<file path="src/rtl/dock_ctl_pkg.sv">
package dock_ctl_pkg;
  localparam int FMASK_W = 6;

  typedef enum logic [3:0] {
    OP_IDLE    = 4'd0,
    OP_OLC_IMM = 4'd1,
    OP_OLC_DL  = 4'd2,
    OP_OLC_DEC = 4'd3,
    OP_ILC_IMM = 4'd4,
    OP_ILC_INF = 4'd5,
    OP_ILC_DL  = 4'd6,
    OP_FLAGS   = 4'd7,
    OP_MOVE    = 4'd8
  } dock_op_e;

  // OR of the old flag terms selected by the mask
  function automatic logic mask_or(input logic [FMASK_W-1:0] m,
                                   input logic a, input logic b, input logic c);
    return |(m & {a, ~a, b, ~b, c, ~c});
  endfunction
endpackage

</file>
<file path="src/rtl/dock_pred_eval.sv">
module dock_pred_eval (
  input  logic [2:0] pred,
  input  logic       fa,
  input  logic       fb,
  input  logic       fd,
  output logic       pass,
  output logic       bad_code
);
  always_comb begin
    bad_code = 1'b0;
    case (pred)
      3'b000:  pass = !fd && !fa;
      3'b001:  pass = !fd && fa;
      3'b010:  pass = !fd && !fb;
      3'b011:  pass = !fd && fb;
      3'b100: begin
        pass     = 1'b0;
        bad_code = 1'b1;
      end
      3'b101:  pass = fd;
      3'b110:  pass = !fd;
      default: pass = 1'b1;
    endcase
  end
endmodule

</file>
<file path="src/rtl/dock_loop_ctr.sv">
module dock_loop_ctr #(
  parameter int ILC_W = 6,
  parameter int OLC_W = 6
) (
  input  logic             clk,
  input  logic             rst,
  input  logic             torpedo,
  input  logic             ld_olc_imm,
  input  logic             ld_olc_dl,
  input  logic             dec_olc,
  input  logic             ld_ilc_imm,
  input  logic             ld_ilc_inf,
  input  logic             ld_ilc_dl,
  input  logic             mv_fire,
  input  logic [OLC_W-1:0] olc_imm,
  input  logic [OLC_W-1:0] olc_dl,
  input  logic [ILC_W-1:0] ilc_imm,
  input  logic [ILC_W-1:0] ilc_dl,
  output logic [ILC_W-1:0] ilc_q,
  output logic             inf_q,
  output logic [OLC_W-1:0] olc_q,
  output logic             done_q
);
  localparam logic [ILC_W-1:0] ILC_ONE  = ILC_W'(1);
  localparam logic [OLC_W-1:0] OLC_ZERO = '0;

  logic [ILC_W-1:0] ilc_d;
  logic             inf_d;
  logic [OLC_W-1:0] olc_d;
  logic             done_d;

  always_comb begin
    ilc_d  = ilc_q;
    inf_d  = inf_q;
    olc_d  = olc_q;
    done_d = done_q;
    if (torpedo) begin
      ilc_d  = ILC_ONE;
      inf_d  = 1'b0;
      done_d = 1'b1;
    end else begin
      if (ld_olc_imm) begin
        olc_d  = olc_imm;
        done_d = (olc_imm == OLC_ZERO);
      end else if (ld_olc_dl) begin
        olc_d  = olc_dl;
        done_d = (olc_dl == OLC_ZERO);
      end else if (dec_olc) begin
        olc_d = (olc_q == OLC_ZERO) ? OLC_ZERO : olc_q - OLC_W'(1);
        if (olc_q <= OLC_W'(1)) done_d = 1'b1;
      end
      if (ld_ilc_imm) begin
        ilc_d = ilc_imm;
        inf_d = 1'b0;
      end else if (ld_ilc_dl) begin
        ilc_d = ilc_dl;
        inf_d = 1'b0;
      end else if (ld_ilc_inf) begin
        inf_d = 1'b1;
      end else if (mv_fire) begin
        ilc_d = ILC_ONE;
        inf_d = 1'b0;
      end
    end
  end

  always_ff @(posedge clk) begin
    if (rst) begin
      ilc_q  <= ILC_ONE;
      inf_q  <= 1'b0;
      olc_q  <= OLC_ZERO;
      done_q <= 1'b1;
    end else begin
      ilc_q  <= ilc_d;
      inf_q  <= inf_d;
      olc_q  <= olc_d;
      done_q <= done_d;
    end
  end

  p_torp_r10: assert property (@(posedge clk) disable iff (rst)
    torpedo |=> (done_q && ilc_q == ILC_ONE && !inf_q));
  p_dec_sat_r5: assert property (@(posedge clk) disable iff (rst)
    (dec_olc && !torpedo && olc_q == OLC_ZERO) |=> (olc_q == OLC_ZERO && done_q));
  p_olc_done_r4: assert property (@(posedge clk) disable iff (rst)
    ((ld_olc_imm || ld_olc_dl) && !torpedo) |=> (done_q == (olc_q == OLC_ZERO)));
  p_move_r7: assert property (@(posedge clk) disable iff (rst)
    (mv_fire && !torpedo) |=> (ilc_q == ILC_ONE && !inf_q));
  p_inf_r6: assert property (@(posedge clk) disable iff (rst)
    (ld_ilc_inf && !torpedo) |=> inf_q);
endmodule

</file>
<file path="src/rtl/dock_flag_reg.sv">
module dock_flag_reg
  import dock_ctl_pkg::*;
(
  input  logic               clk,
  input  logic               rst,
  input  logic               set_flags,
  input  logic [FMASK_W-1:0] mask_a,
  input  logic [FMASK_W-1:0] mask_b,
  input  logic               mv_fire,
  input  logic               mv_dc,
  input  logic               mv_ti,
  input  logic               mv_di,
  input  logic               is_out,
  input  logic               ship_c,
  input  logic               sig_bit,
  output logic               a_q,
  output logic               b_q,
  output logic               c_q
);
  logic c_d;

  always_comb begin
    c_d = c_q;
    if (mv_fire) begin
      if (is_out && mv_dc)            c_d = ship_c;
      else if (mv_ti || (mv_di && !is_out)) c_d = sig_bit;
    end
  end

  always_ff @(posedge clk) begin
    if (rst) begin
      a_q <= 1'b0;
      b_q <= 1'b0;
      c_q <= 1'b0;
    end else begin
      if (set_flags) begin
        a_q <= mask_or(mask_a, a_q, b_q, c_q);
        b_q <= mask_or(mask_b, a_q, b_q, c_q);
      end
      c_q <= c_d;
    end
  end

  p_zero_mask_r9: assert property (@(posedge clk) disable iff (rst)
    (set_flags && mask_a == '0) |=> !a_q);
  p_one_mask_r9: assert property (@(posedge clk) disable iff (rst)
    (set_flags && mask_b[3] && mask_b[2]) |=> b_q);
  p_c_hold_r8: assert property (@(posedge clk) disable iff (rst)
    !mv_fire |=> $stable(c_q));
  p_c_ship_r8: assert property (@(posedge clk) disable iff (rst)
    (mv_fire && is_out && mv_dc) |=> (c_q == $past(ship_c)));
endmodule

</file>
<file path="src/rtl/dock_loop_flag_unit.sv">
module dock_loop_flag_unit
  import dock_ctl_pkg::*;
#(
  parameter int ILC_W = 6,
  parameter int OLC_W = 6,
  parameter int DL_W  = (ILC_W > OLC_W) ? ILC_W : OLC_W
) (
  input  logic               clk,
  input  logic               rst,
  input  logic [3:0]         op_code,
  input  logic [2:0]         op_pred,
  input  logic [2*FMASK_W-1:0] imm,
  input  logic [DL_W-1:0]    dl_val,
  input  logic               mv_dc,
  input  logic               mv_ti,
  input  logic               mv_di,
  input  logic               dock_is_out,
  input  logic               ship_c,
  input  logic               sig_bit,
  input  logic               torpedo,
  output logic               exec_ok,
  output logic [ILC_W-1:0]   ilc_cnt,
  output logic               ilc_inf,
  output logic [OLC_W-1:0]   olc_cnt,
  output logic               flag_a,
  output logic               flag_b,
  output logic               flag_c,
  output logic               flag_d,
  output logic               pred_err
);
  dock_op_e op;
  logic op_valid, pass, bad_code, fire;

  assign op       = dock_op_e'(op_code);
  assign op_valid = (op_code != 4'd0);
  assign fire     = op_valid && pass && !torpedo;

  dock_pred_eval u_pred (
    .pred(op_pred), .fa(flag_a), .fb(flag_b), .fd(flag_d),
    .pass(pass), .bad_code(bad_code)
  );

  dock_loop_ctr #(.ILC_W(ILC_W), .OLC_W(OLC_W)) u_ctr (
    .clk(clk), .rst(rst), .torpedo(torpedo),
    .ld_olc_imm(fire && op == OP_OLC_IMM),
    .ld_olc_dl (fire && op == OP_OLC_DL),
    .dec_olc   (fire && op == OP_OLC_DEC),
    .ld_ilc_imm(fire && op == OP_ILC_IMM),
    .ld_ilc_inf(fire && op == OP_ILC_INF),
    .ld_ilc_dl (fire && op == OP_ILC_DL),
    .mv_fire   (fire && op == OP_MOVE),
    .olc_imm(imm[OLC_W-1:0]), .olc_dl(dl_val[OLC_W-1:0]),
    .ilc_imm(imm[ILC_W-1:0]), .ilc_dl(dl_val[ILC_W-1:0]),
    .ilc_q(ilc_cnt), .inf_q(ilc_inf), .olc_q(olc_cnt), .done_q(flag_d)
  );

  dock_flag_reg u_flags (
    .clk(clk), .rst(rst),
    .set_flags(fire && op == OP_FLAGS),
    .mask_a(imm[FMASK_W-1:0]), .mask_b(imm[2*FMASK_W-1:FMASK_W]),
    .mv_fire(fire && op == OP_MOVE),
    .mv_dc(mv_dc), .mv_ti(mv_ti), .mv_di(mv_di), .is_out(dock_is_out),
    .ship_c(ship_c), .sig_bit(sig_bit),
    .a_q(flag_a), .b_q(flag_b), .c_q(flag_c)
  );

  always_ff @(posedge clk) begin
    if (rst) begin
      exec_ok  <= 1'b0;
      pred_err <= 1'b0;
    end else begin
      exec_ok <= fire;
      if (op_valid && bad_code) pred_err <= 1'b1;
    end
  end

  p_code4_r3: assert property (@(posedge clk) disable iff (rst)
    (op_valid && op_pred == 3'b100) |=> (!exec_ok && pred_err));
  p_err_sticky_r3: assert property (@(posedge clk) disable iff (rst)
    pred_err |=> pred_err);
  p_skip_r2: assert property (@(posedge clk) disable iff (rst)
    (op_valid && op_pred == 3'b101 && !flag_d && !torpedo)
      |=> (!exec_ok && $stable(olc_cnt) && $stable(ilc_cnt) && $stable(flag_a)));
  p_torp_noexec_r10: assert property (@(posedge clk) disable iff (rst)
    torpedo |=> !exec_ok);
endmodule

</file>
<file path="config.mk">
export PLATFORM = sky130hd
export DESIGN_NAME = dock_loop_flag_unit
export DESIGN_NICKNAME = d
export VERILOG_FILES = /design/src/rtl/dock_ctl_pkg.sv /design/src/rtl/dock_pred_eval.sv /design/src/rtl/dock_loop_ctr.sv /design/src/rtl/dock_flag_reg.sv /design/src/rtl/dock_loop_flag_unit.sv
export SDC_FILE = /design/constraint.sdc
export NUM_CORES = 1
export LEC_CHECK = 0
export BUFFER_PORTS_ARGS = -buffer_cell sky130_fd_sc_hd__buf_2
export CORE_AREA = 2 2 59 61
export CTS_CLUSTER_SIZE = 8
export DETAILED_ROUTE_END_ITERATION = 6
export DIE_AREA = 0 0 61 63
export PLACE_DENSITY = 0.73
export SYNTH_ARGS = -nofsm -noshare
export SYNTH_HDL_FRONTEND = slang
export SYNTH_SLANG_ARGS = --single-unit
</file>
<file path="constraint.sdc">
create_clock -name clk -period 1.8 [get_ports clk]
set_input_delay 0.27 -clock clk [delete_from_list [all_inputs] [get_ports clk]]
set_output_delay 0.27 -clock clk [all_outputs]
set_load 0.1 [all_outputs]
</file>
==> results.ini <==
[status]
status=complete, but fails checks
violations=negative setup slack

[power_and_ir_drop]
p_leak_nw=0.907
peakVddDrop_mv=0.377
power_density_nw_per_um2=439

[synthesis]
synth.area.top_cells=dfxtp_1 (28%), mux2i_1 (6.0%), nor2_1 (5.9%), nor3_1 (4.5%), nand2_1 (3.9%)
yosysWarnings=0
yosysTopAreaCell=dfxtp_1
seq_area_frac_synth_pct=28.3
synth_cells=168
yosysTopAreaCellShare_pct=28.3
synth.net_count=205
synth_cell_types=48
syn_area_um2=1340
synth_area_per_cell_um2=7.99
ys_ff_latch=19

[clocking]
clk_pin_slew_ns=0.12
postCtsHoldBufs=0
cts_buffer_depth=2
htreeDepth=1
cts_sinks=19
root_buffer=clkbuf_4
insertion_delay_ns=0.31
numCtsBuffers=3
tritoncts=done

[floorplan]
core_um2=3230
dieArea_um2=3840
num_rows=21
initial_core_util_pct=41.5
die_h_um=63
fp.dieW_um=61
pin_count=53

[global_routing]
grt_max_degree=16
grt_pass1_wl_mm=6.72
antenna_found_initial=0
grt_usage_pct=22.7
grt_pass1_vias=1422
grt_overflow_total=0

[worst_setup_path]
cp_slowest_stage_delay_ns=0.54
crit_type=flop to flop
worstPathCellList=xor2_2, a221oi_2, nand2_2, or4_4, a311o_1, a21oi_2
startpoint_type=flop
rr_startpoint=u_flags.b_q
cp_max_fo=5
arrival_ns=2.20
required_ns=2.04
reg2regPathDepth=6
r2r_slack_ns=-0.16
cp_slowest_cell=or4_4
r2r-end=u_ctr.olc_q[4]
setup.worst_path.end_class=flop

[sta]
worst_slack_ns=-0.163
finalClockSkew_ns=0.0141
max_freq_mhz=510
finalCritPeriodShare_pct=109
setup_viol=7
drv_slew=0
holdWs_ns=0.213
hold_viol_final=0
rsz0062_at_grt=yes
period_minus_slack_ns=1.96
tightest_slew_ns=0.486
max-slew-margin-rel_pct=67.8

[place]
gp_congestion=0.910
dpl.hpwl_mm=3.16
port_buffers=52

[finish]
fill_cells=293
finish.utilization_pct=62.9
final_cell_mix=buf_2 (52), buf_4 (28), nor2_1 (21), nand2_1 (14)
final_common_cell=buf_2
final_nets=287
drive_gt1_share_pct=51.0
area_delta_synth_final_pct=51.4
n_antenna_cell=0

[detailed_routing]
routed_via_density=5.53
wirelength_mm=4.27
vias=1630
remaining_drc_errors=0
wire_per_inst_um=14.5
dr.pass1.iters=4
detail-route-antenna-nets=0
drt_iter0_drc=81

[worst_hold_path]
hold_start=sig_bit
min_path_cells=3
holdPathEnd=u_flags.c_q
hold_class=input pin to flop

[run]
drv_cap=0

==> cell usage after synthesis, drive strengths merged <==
cell     count
a311oi       1
nor3b        2
nand2b       6
nand3        2
or4          3
a211oi       2
a221o        1
a311o        1
a22oi        6
ha           3
o41ai        3
xor2         2
or2b         1
o311ai       1
a31o         1
nand4b       2
a221oi       3
a21oi       11
o21bai       1
a31oi        2
buf          4
o31ai        3
clkbuf       3
inv          6
o31a         1
or2          2
o21ai        4
a2111oi      1
mux2i        8
or3          4
nor3        13
nor2        21
nor2b        3
dfxtp       19
o21a         1
mux2         4
or3b         1
nand2       15
nor4         1
==> routing by layer <==
metal,global-route usage (%),wire [µm]
met1,32.9,1920
met4,4.89,44
met2,35.6,2050
met3,2.90,256
met5,0,0
==> metrics by stage <==
| stage | std cells | worst slack [ns] | setup TNS, ns | instance area [µm²] | total power [mW] |
|---|---|---|---|---|---|
| 2_1_floorplan | 168 | -0.371 | -2.29 | 1380 | 0.555 |
| 3_3_place_gp | 287 | -0.176 | -0.877 | 1870 | 0.647 |
| 3_5_place_dp | 287 | -0.223 | -1.25 | 1870 | 0.649 |
| 4_1_cts | 292 | -0.155 | -0.483 | 1940 | 0.877 |
| 5_1_grt | 295 | -0.257 | -1.91 | 2030 | 0.940 |
| 6_report | 295 | -0.163 | -0.850 | 2030 | 0.893 |
==> repair_timing <==
| action | CTS | global route |
|---|---|---|
| pin swaps | 5 | 6 |
| resized for setup | 8 | 11 |
| buffers inserted | 0 | 3 |
| gates cloned | 1 | 0 |
| endpoints found under the setup margin | 7 | 13 |
==> critical path, delay by kind of cell (launching register included) <==
family / cells / cell delay, ns
AOI/OAI and AO/OA: 3 / 0.70
and+or+nand+nor: 2 / 0.66
DFF: 1 / 0.38
xor gates and xnor gates: 1 / 0.15
==> logic make-up (layout without fill, tap and decap cells) <==
group                      after synthesis  count (layout)  share of synthesized area, %
DFF                                     19              19                          28.3
AOI/OAI and AO/OA                       43              43                          24.4
buffers and inverters                   13              93                          4.47
xor gates and xnor gates                 2               2                          1.30
and+or+nand+nor                         76              77                          29.4
muxes                                   12              12                          9.32
adders and majority gates                3               3                          2.80
==> cell type report <==
| type | instances | area (µm²) | share of cell area (%) |
|---|---|---|---|
| sequential | 19 | 403 | 19.8 |
| inverter | 6 | 22.5 | 1.11 |
| multi-input combinational | 137 | 1020 | 50.1 |
| timing repair buffer | 83 | 504 | 24.8 |
| tap | 46 | 57.6 | 2.83 |
| clock inverter | 1 | 5.00 | 0.246 |
| clock buffer | 3 | 22.5 | 1.11 |
==> flip-flops by register name, indices dropped and copies added (netlist names) <==
signal and flops:
u_flags.c_q 1, u_ctr.inf_q 1, u_ctr.ilc_q 6, u_flags.a_q 1, u_flags.b_q 1, u_ctr.done_q 1, u_ctr.olc_q 6, pred_err 1
exec_ok 1
==> power breakdown <==
group	switching, mW	total, mW	internal (mW)
registers	0.00228	0.422	0.419
clock network	0.146	0.229	0.0831
logic	0.147	0.242	0.0948
total	0.296	0.893	0.597
==> worst max path at each step <==
stage                endpoint        start  cells after the start  slack [ns]
6_report       u_ctr.olc_q[4]  u_flags.b_q                      6       -0.16
5_1_grt        u_ctr.olc_q[3]  u_flags.b_q                      5       -0.26
4_1_cts        u_ctr.olc_q[4]  u_flags.b_q                      6       -0.16
3_5_place_dp   u_ctr.olc_q[4]   op_pred[0]                      7       -0.22
3_3_place_gp   u_ctr.olc_q[4]   op_pred[0]                      7       -0.18
2_1_floorplan  u_ctr.olc_q[4]  u_flags.b_q                      7       -0.37
(Power assumes the default switching activity.)
